File: config.mk
export PLATFORM = sky130hd
export DESIGN_NAME = mrq_backend
export DESIGN_NICKNAME = d
export VERILOG_FILES = /design/src/rtl/mrq_pkg.sv /design/src/rtl/mrq_pacer.sv /design/src/rtl/mrq_boxcar.sv /design/src/rtl/mrq_integ.sv /design/src/rtl/mrq_therm.sv /design/src/rtl/mrq_backend.sv
export SDC_FILE = /design/constraint.sdc
export NUM_CORES = 1
export LEC_CHECK = 0
export BUFFER_PORTS_ARGS = -buffer_cell sky130_fd_sc_hd__buf_2
export CORE_ASPECT_RATIO = 0.9
export CORE_MARGIN = 2
export CORE_UTILIZATION = 40
export DETAILED_ROUTE_END_ITERATION = 7
export GPL_TIMING_DRIVEN = 0
export PLACE_DENSITY = 0.74
export SLEW_MARGIN = 10
export SYNTH_ARGS = -nofsm -noshare
export SYNTH_HDL_FRONTEND = slang
export SYNTH_HIERARCHICAL = 1
export SYNTH_SLANG_ARGS = --single-unit
export TNS_END_PERCENT = 30
File: constraint.sdc
create_clock -name clk -period 2.9 [get_ports clk]
set_input_delay 0.58 -clock clk [delete_from_list [all_inputs] [get_ports clk]]
set_output_delay 0.58 -clock clk [all_outputs]
set_load 0.02 [all_outputs]
File: src/rtl/mrq_pkg.sv
package mrq_pkg;
  // comparator pair encodings {hi, lo}
  localparam logic [1:0] CMP_NEG  = 2'b00;
  localparam logic [1:0] CMP_ZERO = 2'b01;
  localparam logic [1:0] CMP_POS  = 2'b11;
  localparam logic [1:0] CMP_BAD  = 2'b10;

  typedef logic signed [1:0] tri_smp_t;
endpackage

File: src/rtl/mrq_pacer.sv
module mrq_pacer #(
  parameter int RATE = 4
) (
  input  logic clk,
  input  logic rst_n,
  output logic stb
);
  localparam int PW = (RATE > 2) ? $clog2(RATE) : 1;
  localparam logic [PW-1:0] LAST = PW'(RATE - 1);

  logic [PW-1:0] phase_q, phase_d;

  always_comb begin
    if (phase_q == LAST) phase_d = '0;
    else                 phase_d = phase_q + 1'b1;
  end

  always_ff @(posedge clk or negedge rst_n) begin
    if (!rst_n) phase_q <= '0;
    else        phase_q <= phase_d;
  end

  assign stb = (phase_q == LAST);


  stb_isolated_chk: assert property (@(posedge clk) disable iff (!rst_n)
    stb |=> !stb);
endmodule

File: src/rtl/mrq_boxcar.sv
module mrq_boxcar
  import mrq_pkg::*;
#(
  parameter int TAPS = 3,
  parameter int SW   = 3
) (
  input  logic                 clk,
  input  logic                 rst_n,
  input  logic                 cmp_hi,
  input  logic                 cmp_lo,
  output logic signed [SW-1:0] sum
);
  localparam int HL = TAPS - 1;

  tri_smp_t smp;
  tri_smp_t hist_q [HL];
  tri_smp_t hist_d [HL];

  // decode comparator pair
  always_comb begin
    unique case ({cmp_hi, cmp_lo})
      CMP_POS:  smp = 2'sd1;
      CMP_NEG:  smp = -2'sd1;
      default:  smp = 2'sd0;
    endcase
  end

  generate
    for (genvar i = 0; i < HL; i++) begin : g_tap
      if (i == 0) begin : g_first
        always_comb hist_d[i] = smp;
      end else begin : g_rest
        always_comb hist_d[i] = hist_q[i-1];
      end
      always_ff @(posedge clk or negedge rst_n) begin
        if (!rst_n) hist_q[i] <= '0;
        else        hist_q[i] <= hist_d[i];
      end
    end
  endgenerate

  always_comb begin
    logic signed [SW-1:0] acc;
    acc = {{(SW-2){smp[1]}}, smp};
    for (int i = 0; i < HL; i++)
      acc = acc + {{(SW-2){hist_q[i][1]}}, hist_q[i]};
    sum = acc;
  end


  sum_range_chk: assert property (@(posedge clk) disable iff (!rst_n)
    (sum <= SW'(TAPS)) && (sum >= -SW'(TAPS)));
endmodule

File: src/rtl/mrq_integ.sv
module mrq_integ #(
  parameter int SW   = 3,
  parameter int AW   = 4,
  parameter int HALF = 4
) (
  input  logic                 clk,
  input  logic                 rst_n,
  input  logic                 stb,
  input  logic signed [SW-1:0] sum,
  output logic signed [SW-1:0] dec_q,
  output logic signed [AW-1:0] lvl_q,
  output logic signed [AW-1:0] prev_q
);
  localparam int WW = ((AW > SW) ? AW : SW) + 1;
  localparam logic signed [WW-1:0] HI = WW'(HALF);
  localparam logic signed [WW-1:0] LO = -WW'(HALF);

  logic signed [SW-1:0] dec_d;
  logic signed [AW-1:0] lvl_d, prev_d;
  logic signed [WW-1:0] raw;

  always_comb begin
    raw = WW'(lvl_q) + WW'(sum);
    dec_d  = dec_q;
    lvl_d  = lvl_q;
    prev_d = prev_q;
    if (stb) begin
      dec_d  = sum;
      prev_d = lvl_q;
      if (raw > HI)      lvl_d = AW'(HI);
      else if (raw < LO) lvl_d = AW'(LO);
      else               lvl_d = AW'(raw);
    end
  end

  always_ff @(posedge clk or negedge rst_n) begin
    if (!rst_n) begin
      dec_q  <= '0;
      lvl_q  <= '0;
      prev_q <= '0;
    end else if (stb) begin
      dec_q  <= dec_d;
      lvl_q  <= lvl_d;
      prev_q <= prev_d;
    end
  end


  lvl_bound_chk: assert property (@(posedge clk) disable iff (!rst_n)
    (WW'(lvl_q) <= HI) && (WW'(lvl_q) >= LO));

  lvl_hold_chk: assert property (@(posedge clk) disable iff (!rst_n)
    !stb |=> ($stable(lvl_q) && $stable(prev_q)));

  dec_hold_chk: assert property (@(posedge clk) disable iff (!rst_n)
    !stb |=> $stable(dec_q));

  prev_track_chk: assert property (@(posedge clk) disable iff (!rst_n)
    stb |=> (prev_q == $past(lvl_q)));

  dec_follow_chk: assert property (@(posedge clk) disable iff (!rst_n)
    stb |=> (dec_q == $past(sum)));
endmodule

File: src/rtl/mrq_therm.sv
module mrq_therm #(
  parameter int AW   = 4,
  parameter int HALF = 4
) (
  input  logic signed [AW-1:0]     lvl,
  output logic        [2*HALF-1:0] therm
);
  localparam int TW = 2 * HALF;
  localparam int WW = AW + 1;

  logic signed [WW-1:0] weight;
  assign weight = WW'(lvl) + WW'(HALF);

  generate
    for (genvar i = 0; i < TW; i++) begin : g_bit
      assign therm[i] = (weight > WW'(i));
    end
  endgenerate


  therm_weight_chk: assert final (($countones(therm) == int'(weight)) ||
                                  (weight < 0) || (weight > WW'(TW)));
endmodule

File: src/rtl/mrq_backend.sv
module mrq_backend #(
  parameter int RATE = 4,
  parameter int HALF = 4
) (
  input  logic        clk,
  input  logic        rst_n,
  input  logic        cmp_hi,
  input  logic        cmp_lo,
  output logic        slow_stb,
  output logic [2:0]  dec_val,
  output logic [3:0]  lvl,
  output logic [3:0]  lvl_prev,
  output logic [7:0]  therm
);
  localparam int TAPS = RATE - 1;
  localparam int SW   = $clog2(TAPS + 1) + 1;
  localparam int AW   = $clog2(HALF + 1) + 1;
  localparam int TW   = 2 * HALF;

  logic                 stb;
  logic signed [SW-1:0] fir_sum, dec_q;
  logic signed [AW-1:0] lvl_q, prev_q;
  logic        [TW-1:0] therm_w;

  mrq_pacer #(.RATE(RATE)) u_pacer (
    .clk(clk), .rst_n(rst_n), .stb(stb)
  );

  mrq_boxcar #(.TAPS(TAPS), .SW(SW)) u_boxcar (
    .clk(clk), .rst_n(rst_n), .cmp_hi(cmp_hi), .cmp_lo(cmp_lo), .sum(fir_sum)
  );

  mrq_integ #(.SW(SW), .AW(AW), .HALF(HALF)) u_integ (
    .clk(clk), .rst_n(rst_n), .stb(stb), .sum(fir_sum),
    .dec_q(dec_q), .lvl_q(lvl_q), .prev_q(prev_q)
  );

  mrq_therm #(.AW(AW), .HALF(HALF)) u_therm (
    .lvl(lvl_q), .therm(therm_w)
  );

  assign slow_stb = stb;
  assign dec_val  = 3'(dec_q);
  assign lvl      = 4'(lvl_q);
  assign lvl_prev = 4'(prev_q);
  assign therm    = 8'(therm_w);
endmodule

# Word-level counts from Yosys, hierarchy flattened

Index checks and enable logic that the tools add are counted.

$lt $le $gt $ge: 10
Add/sub/neg operators: 5
Equal/unequal tests: 2
Reductions and logical operators: 1
Mux-type cells: 4

Operators by type and width:

| cell                                                          | number |
|---|---|
| greater-than comparator 5 x 4 -> 1 bit, second input constant | 5 |
| greater-than comparator 5 x 3 -> 1 bit, second input constant | 2 |
| 2-to-1 mux 4 bit                                              | 2 |
| adder 4 x 3 -> 5 bit                                          | 1 |
| adder 4 x 4 -> 5 bit, second input constant                   | 1 |
| greater-than comparator 5 x 1 -> 1 bit, second input constant | 1 |
| greater-than comparator 5 x 2 -> 1 bit, second input constant | 1 |
| less-than comparator 5 x 3 -> 1 bit, second input constant    | 1 |
| equality test 2 bit, second input constant                    | 2 |
| one-hot mux 2 bit (2 select lines)                            | 1 |
| adder 2 x 2 -> 3 bit                                          | 1 |
| adder 3 bit                                                   | 1 |
| adder 2 x 1 -> 2 bit, second input constant                   | 1 |
| logical NOT 2 bit                                             | 1 |
| 2-to-1 mux 2 bit                                              | 1 |

Logic and storage cells: 28
Bits of input ports: 4
Output and inout port bits: 20
Flip-flop bits (word level): 17

# Logic depth before layout (Yosys ltp)

Gate-level depths: netlist (run 1).

Word-level depth: 8
Gate-level depth with buffers: 11
Mapped depth without buffers: 11

# Hierarchy

The synthesis (run 1) kept the hierarchy.

Modules (own cells, without submodules):

| module     | sequential area each (um2) | times used | area each (um2) | cells an instance |
|---|---|---|---|---|
| mrq_integ  | 275.3                      | 1          | 601.8           | 49 |
| mrq_therm  | 0.0                        | 1          | 295.3           | 44 |
| mrq_boxcar | 100.1                      | 1          | 200.2           | 12 |
| mrq_pacer  | 50.0                       | 1          | 66.3            | 4 |

# Worst setup path before layout (run 1)

No wires, ideal clock.

Path type: input port to flip-flop
From: input port cmp_hi
To: register u_integ.lvl_q[1]
Cell stages on the path: 10
Required time: 2810 ps
Setup slack: -207 ps
Buffers on the path: 0
Library setup time: 90 ps
Arrival time: 3017 ps
Cells stage by stage: inv_1 > ha_1 > fa_1 > ha_1 > xor3_1 > ha_1 > a21oi_1 > a21boi_0 > or4_1 > o221ai_1

RTL lines:

| element              | RTL line         | text |
|---|---|---|
| start, declared      | mrq_backend.sv:7 | `input logic cmp_hi,` |
| end signal, assigned | mrq_integ.sv:43  | `lvl_q <= lvl_d;` |
| end, declared        | mrq_integ.sv:11  | `output logic signed [AW-1:0] lvl_q,` |

==> flow_metrics.env, run 1 <==
export IMPL_status="finished, violations left"
export IMPL_violations="negative setup slack"
export IMPL_diodes=0
export IMPL_switchingPower_uw=597.9
export IMPL_cp_top_family="adder cells"
export IMPL_maxSlewViolCount=0
export IMPL_intPower_uw=680.1
export IMPL_r2r_end="u_integ/lvl_q[1]"
export IMPL_rows=18
export IMPL_reg2reg_depth=7
export IMPL_hold_class="in2async"
export IMPL_ant_nets=0
export IMPL_vias_per_cell=4.989
export IMPL_cp_num_buf_inv=2
export IMPL_nets=155
export IMPL_clock_root_buffer="clkbuf_4"
export IMPL_sw_frac_of_total_pct=46.78
export IMPL_crit_chain="buf_2 > inv_1 > ha_1 > fa_1 > xor3_1 > ha_1 > nor3b_4 > o2111ai_1 > or4_1 > o221ai_1"
export IMPL_route_detailed_drc=0
export IMPL_num_vias=878
export IMPL_cts_max_level=1
export IMPL_final_common_cell="buf_2"
export IMPL_hold_viol_final=0
export IMPL_synth_area_leaders="dfrtp_1, ha_1, mux2_2"
export IMPL_post_cts_buffers=0
export IMPL_drtIter0Drc=37
export IMPL_rrSetupSlack_ns=0.14
export IMPL_syn_area_per_cell_sq_um=10.68
export IMPL_required_ns=3.10
export IMPL_synth_fp_nets=127
export IMPL_track_usage_pct=14.15
export IMPL_finalCritPeriodShare_pct=100.9
export IMPL_clkPwrFrac_pct=9.7
export IMPL_final_cell_mix="buf_2, dfrtp_1, inv_1"
export IMPL_rsz0062_at_grt="true"
export IMPL_clk_pin_slew_ns=0.10
export IMPL_area_growth_pct=17.31
export IMPL_cts_buffers=3
export IMPL_cp_depth=10
export IMPL_yosysTopAreaCellShare_pct=36.56
export IMPL_wire_per_inst_um=12.22
export IMPL_grt_start_max_net_pins=18
export IMPL_fmaxAchievable_mhz=341.7
export IMPL_start_util_pct=42.35
export IMPL_maxCapViolCount=0
export IMPL_cpPeakStageDelay_ns=0.53
export IMPL_hpwl_um=1701
export IMPL_die_x_um=60.86
export IMPL_synthDistinctLibCells=40
export IMPL_yosys_register_bits=17
export IMPL_clockBufferDepth=2
export IMPL_crit_type="in2reg"
export IMPL_p_leak_nw=0.6681
export IMPL_grt_pass1_vias=804
export IMPL_grt_pass1_wl_um=3519
export IMPL_ir_worst_vdd_mv=0.3913
export IMPL_critPathLaunch="cmp_hi"
export IMPL_tightest_slew_ns=0.3700
export IMPL_ys_warn_count=6
export IMPL_fin_crit_ns=2.926
export IMPL_pwr_share_seq_pct=26.7
export IMPL_cts_tree="done"
export IMPL_antenna_found_initial=0
export IMPL_port_buffers=23
export IMPL_slowest_stage="fa_1"
export IMPL_crit_top_cell="ha_1"
export IMPL_worst_slack_ns=-0.02641
export IMPL_dp_worst_setup_slack_ns=-0.3301
export IMPL_dr_pass1_iters=6
export IMPL_crit_path_max_fanout=4
export IMPL_drive_gt1_share_pct=35.29
export IMPL_grt_ovfl_total=0
export IMPL_powerDensity_nw_per_um2=936.2
export IMPL_filler_cell_count=262
export IMPL_fp_coreArea_sq_um=2748
export IMPL_r2r_start="u_boxcar/hist_q[1]"
export IMPL_netlist_instances=109
export IMPL_yosysSeqAreaShare_pct=36.56
export IMPL_endpoint_kind="flop"
export IMPL_syn_area_sq_um=1164
export IMPL_io_pins=24
export IMPL_worstSkewPairLatency_ns=0.29
export IMPL_critPathArrivalTime_ns=3.13
export IMPL_p_comb_share_pct=63.6
export IMPL_utilization_pct=49.68
export IMPL_die_h_um=55.17
export IMPL_cts_hold_buffers_added=0
export IMPL_finalClockSkew_ns=0.005897
export IMPL_max_slew_margin_pct=75.34
export IMPL_cp_start_kind="input port"
export IMPL_critPathCapture="u_integ/lvl_q[1]"
export IMPL_totalWireLength_um=2151
export IMPL_synth_top_area_cell="dfrtp_1"
export IMPL_gp_congestion=0.8102
export IMPL_dieArea_sq_um=3357
export IMPL_cts_sinks=17
export IMPL_finalSetupViolCount=2
cell usage after synthesis (all sizes together):
cell type	count
xnor2	1
xor3	1
and2b	2
nand2b	1
nor2	6
and3b	3
nor3	1
buf	3
o211ai	2
o22ai	3
nor2b	2
nor3b	1
a21boi	1
or4	3
nand3	3
a31oi	1
a21o	1
or2b	2
ha	11
dfrtp	17
mux2	7
o21ai	3
nand2	2
a21oi	6
xor2	1
clkbuf	1
inv	14
mux2i	2
o221ai	2
o21a	1
o2111ai	1
fa	3
a22oi	1
layout make-up:
cell class | instances | area [sq um] | area share, %
inverters | 14 | 52.55 | 3.850
clock buffers | 3 | 22.52 | 1.650
plain buffers | 4 | 31.28 | 2.291
flip-flops and latches | 17 | 427.9 | 31.35
multi-input cells | 74 | 660.6 | 48.40
clock inverters | 1 | 5.005 | 0.3666
well taps | 40 | 50.05 | 3.666
repair buffers | 23 | 115.1 | 8.433
metrics by stage:
stage | hold WS (ns) | power [mW] | cells | TNS, ns | cell area [sq um]
final | 0.1841 | 1.278 | 176 | -0.04259 | 1365
after global routing | 0.2008 | 1.385 | 176 | -0.2351 | 1365
after floorplan | 0.2844 | 0.9166 | 109 | -0.09555 | 1164
after CTS | 0.1893 | 1.270 | 176 | -0.01510 | 1358
after detailed placement | 0.3982 | 1.140 | 172 | -0.8829 | 1329
after global placement | 0.3931 | 1.104 | 172 | -0.6763 | 1329
power groups by stage:
stage / combinational (mW) / clock, mW / sequential, mW
finish: 0.813 / 0.124 / 0.341
global route: 0.896 / 0.139 / 0.350
CTS: 0.798 / 0.131 / 0.341
detailed placement: 0.796 / 0 / 0.345
global placement: 0.766 / 0 / 0.338
floorplan: 0.530 / 0 / 0.387
metal layers:
metal,global-route usage (%),up-vias,share of wire (%)
met3,1.395,2,4.0
met1,17.61,416,47
met4,5.435,0,1.2
li1,-,436,-
met2,25.45,24,48
met5,0,-,0
flip-flops by register name (all words and copies together), names as in the netlist:
signal	flops
u_boxcar/hist_d	2
u_boxcar/hist_q	2
u_integ/lvl_q	4
u_pacer/phase_q	2
u_integ/prev_q	4
u_integ/dec_q	3
worst reg2reg max path: cells and delay by family (launching register included):
kind,cells,cell delay (ns)
adder cells (fa/ha/maj),2,0.93
XOR/XNOR,1,0.47
AND/OR/NAND/NOR,2,0.64
flip-flops,1,0.39
AO/OA/AOI/OAI,2,0.25
how the worst min path moves through the flow:
stage / from / slack (ns) / cells after the start / to
floorplan: rst_n / 0.28 / 0 / u_boxcar/hist_d[0]
global placement: u_boxcar/hist_d[1] / 0.39 / 0 / u_boxcar/hist_q[1]
detailed placement: u_boxcar/hist_d[1] / 0.40 / 0 / u_boxcar/hist_q[1]
CTS: rst_n / 0.19 / 1 / u_integ/dec_q[2]
global route: rst_n / 0.20 / 1 / u_integ/dec_q[2]
finish: rst_n / 0.18 / 1 / u_integ/dec_q[2]
cell families after synthesis:
logic type,count (synthesis),synth area share [%]
mux,9,8.495
flops,17,36.56
compound gates,22,12.47
buf+inv,18,7.203
fa+ha+maj,14,16.99
simple gates,26,14.73
xor+xnor,3,3.548
timing repair:
action,CTS,global route
gates cloned,0,0
gates resized for setup,1,2
setup endpoints to repair,2,4
Power figures use the tool's default switching activity.
==> inputs of run 2 (changes only) <==
==> constraint.sdc (replaced) <==
create_clock -name clk -period 2.6 [get_ports clk]
set_input_delay 0.52 -clock clk [delete_from_list [all_inputs] [get_ports clk]]
set_output_delay 0.52 -clock clk [all_outputs]
set_load 0.02 [all_outputs]
==> flow_metrics.env, run 2 (synthesis results as in run 1) <==
export IMPL_status="finished, violations left"
export IMPL_violations="negative setup slack"
export IMPL_p_leak_nw=0.6759
export IMPL_reg2reg_depth=7
export IMPL_clock_root_buffer="clkbuf_4"
export IMPL_dp_worst_setup_slack_ns=-0.5701
export IMPL_powerDensity_nw_per_um2=1047
export IMPL_area_growth_pct=19.03
export IMPL_fp_coreArea_sq_um=2748
export IMPL_filler_cell_count=263
export IMPL_clockBufferDepth=2
export IMPL_cts_tree="done"
export IMPL_cts_sinks=17
export IMPL_hold_slack_ns=0.1231
export IMPL_drive_gt1_share_pct=37.68
export IMPL_final_cells=178
export IMPL_rrSetupSlack_ns=-0.17
export IMPL_worst_slack_ns=-0.2734
export IMPL_hold_class="in2async"
export IMPL_dp_cells=172
export IMPL_maxCapViolCount=0
export IMPL_rows=18
export IMPL_clk_pin_slew_ns=0.10
export IMPL_top_regs="u_integ/lvl_q x4, u_integ/prev_q x4, u_integ/dec_q x3"
export IMPL_fin_crit_ns=2.873
export IMPL_antenna_found_initial=0
export IMPL_io_pins=24
export IMPL_die_h_um=55.17
export IMPL_critPathArrivalTime_ns=3.08
export IMPL_hold_viol_final=0
export IMPL_r2r_end="u_integ/lvl_q[1]"
export IMPL_finalSetupViolCount=3
export IMPL_grt_pass1_wl_um=3608
export IMPL_diodes=0
export IMPL_required_ns=2.80
export IMPL_start_util_pct=42.35
export IMPL_vias_per_cell=5.000
export IMPL_ant_nets=0
export IMPL_cp_start_kind="input port"
export IMPL_cts_buffers=3
export IMPL_port_buffers=23
export IMPL_route_detailed_drc=0
export IMPL_rsz0062_at_grt="true"
export IMPL_crit_path_max_fanout=4
export IMPL_worstSkewPairLatency_ns=0.29
export IMPL_cts_hold_buffers_added=0
export IMPL_grt_start_max_net_pins=18
export IMPL_track_usage_pct=14.75
export IMPL_dieArea_sq_um=3357
export IMPL_finalClockSkew_ns=0.006572
export IMPL_endpoint_kind="flop"
export IMPL_power_total_mw=1.451
export IMPL_finalCritPeriodShare_pct=110.5
export IMPL_wire_per_inst_um=12.62
export IMPL_die_x_um=60.86
export IMPL_final_common_cell="buf_2"
export IMPL_crit_type="in2reg"
export IMPL_gp_congestion=0.8102
export IMPL_tightest_slew_ns=0.3700
export IMPL_cts_max_level=1
export IMPL_final_cell_mix="buf_2, dfrtp_1, inv_1"
export IMPL_ir_worst_vdd_mv=0.4350
export IMPL_maxSlewViolCount=0
export IMPL_max_slew_margin_pct=75.34
export IMPL_r2r_start="u_boxcar/hist_q[1]"
export IMPL_totalWireLength_um=2246
export IMPL_num_vias=890
export IMPL_grt_ovfl_total=0
export IMPL_grt_pass1_vias=803
export IMPL_drtIter0Drc=34
export IMPL_fmaxAchievable_mhz=348.0
export IMPL_hpwl_um=1701
export IMPL_nets=157
export IMPL_dr_pass1_iters=4
[run 2: cell types whose count changed in the layout (fill, tap and decap cells not counted), sizes merged]
cell,delta
buf,+2
[run 2: per-layer routing]
metal / GRT usage, % / vias up / part of all wire (%)
met3: 1.395 / 2 / 3.7
met1: 19.21 / 421 / 47
met4: 5.435 / 0 / 1.1
li1: - / 443 / -
met5: 0 / - / 0
met2: 25.63 / 24 / 48
[run 2: worst max path at each step]
stage,to,start,depth (start not counted)
floorplan,u_integ/lvl_q[1],cmp_hi,9
global placement,u_integ/lvl_q[1],cmp_hi,10
detailed placement,u_integ/lvl_q[1],cmp_hi,10
CTS,u_integ/lvl_q[1],cmp_hi,10
global route,u_integ/lvl_q[1],cmp_hi,10
finish,u_integ/lvl_q[1],cmp_hi,10
[run 2: power by group]
group / switching, mW / total [mW] / internal (mW)
combinational: 0.553 / 0.952 / 0.399
sequential: 0.0396 / 0.360 / 0.320
clock: 0.0818 / 0.139 / 0.0573
total: 0.674 / 1.45 / 0.777
[run 2: critical path, stage by stage]
cell,delay [ns]
buf_2,0.08
inv_1,0.03
ha_1,0.21
fa_1,0.53
xor3_1,0.47
ha_1,0.35
nor3b_4,0.23
o2111ai_1,0.16
or4_1,0.41
o221ai_1,0.09
[run 2: stage by stage]
step	area (sq um)	TNS (ns)	util (%)
after detailed placement	1329	-1.843	48.36
after floorplan	1164	-0.7631	-
after global placement	1329	-1.630	48.36
final	1385	-0.6423	50.41
after CTS	1374	-0.6043	50.00
after global routing	1385	-1.023	50.41
[run 2: what timing repair did]
item	in CTS	in global routing
hold endpoints to repair	0	0
resized for setup	2	3
setup buffers	2	0
endpoints found under the setup margin	7	5
[run 2: cell type report]
type / count / area, sq um / share of cell area (%)
buffer: 4 / 31.28 / 2.258
tap: 40 / 50.05 / 3.613
timing repair buffer: 25 / 130.1 / 9.395
clock buffer: 3 / 22.52 / 1.626
inverter: 14 / 52.55 / 3.794
sequential: 17 / 427.9 / 30.89
multi-input combinational: 74 / 665.6 / 48.06
clock inverter: 1 / 5.005 / 0.3613
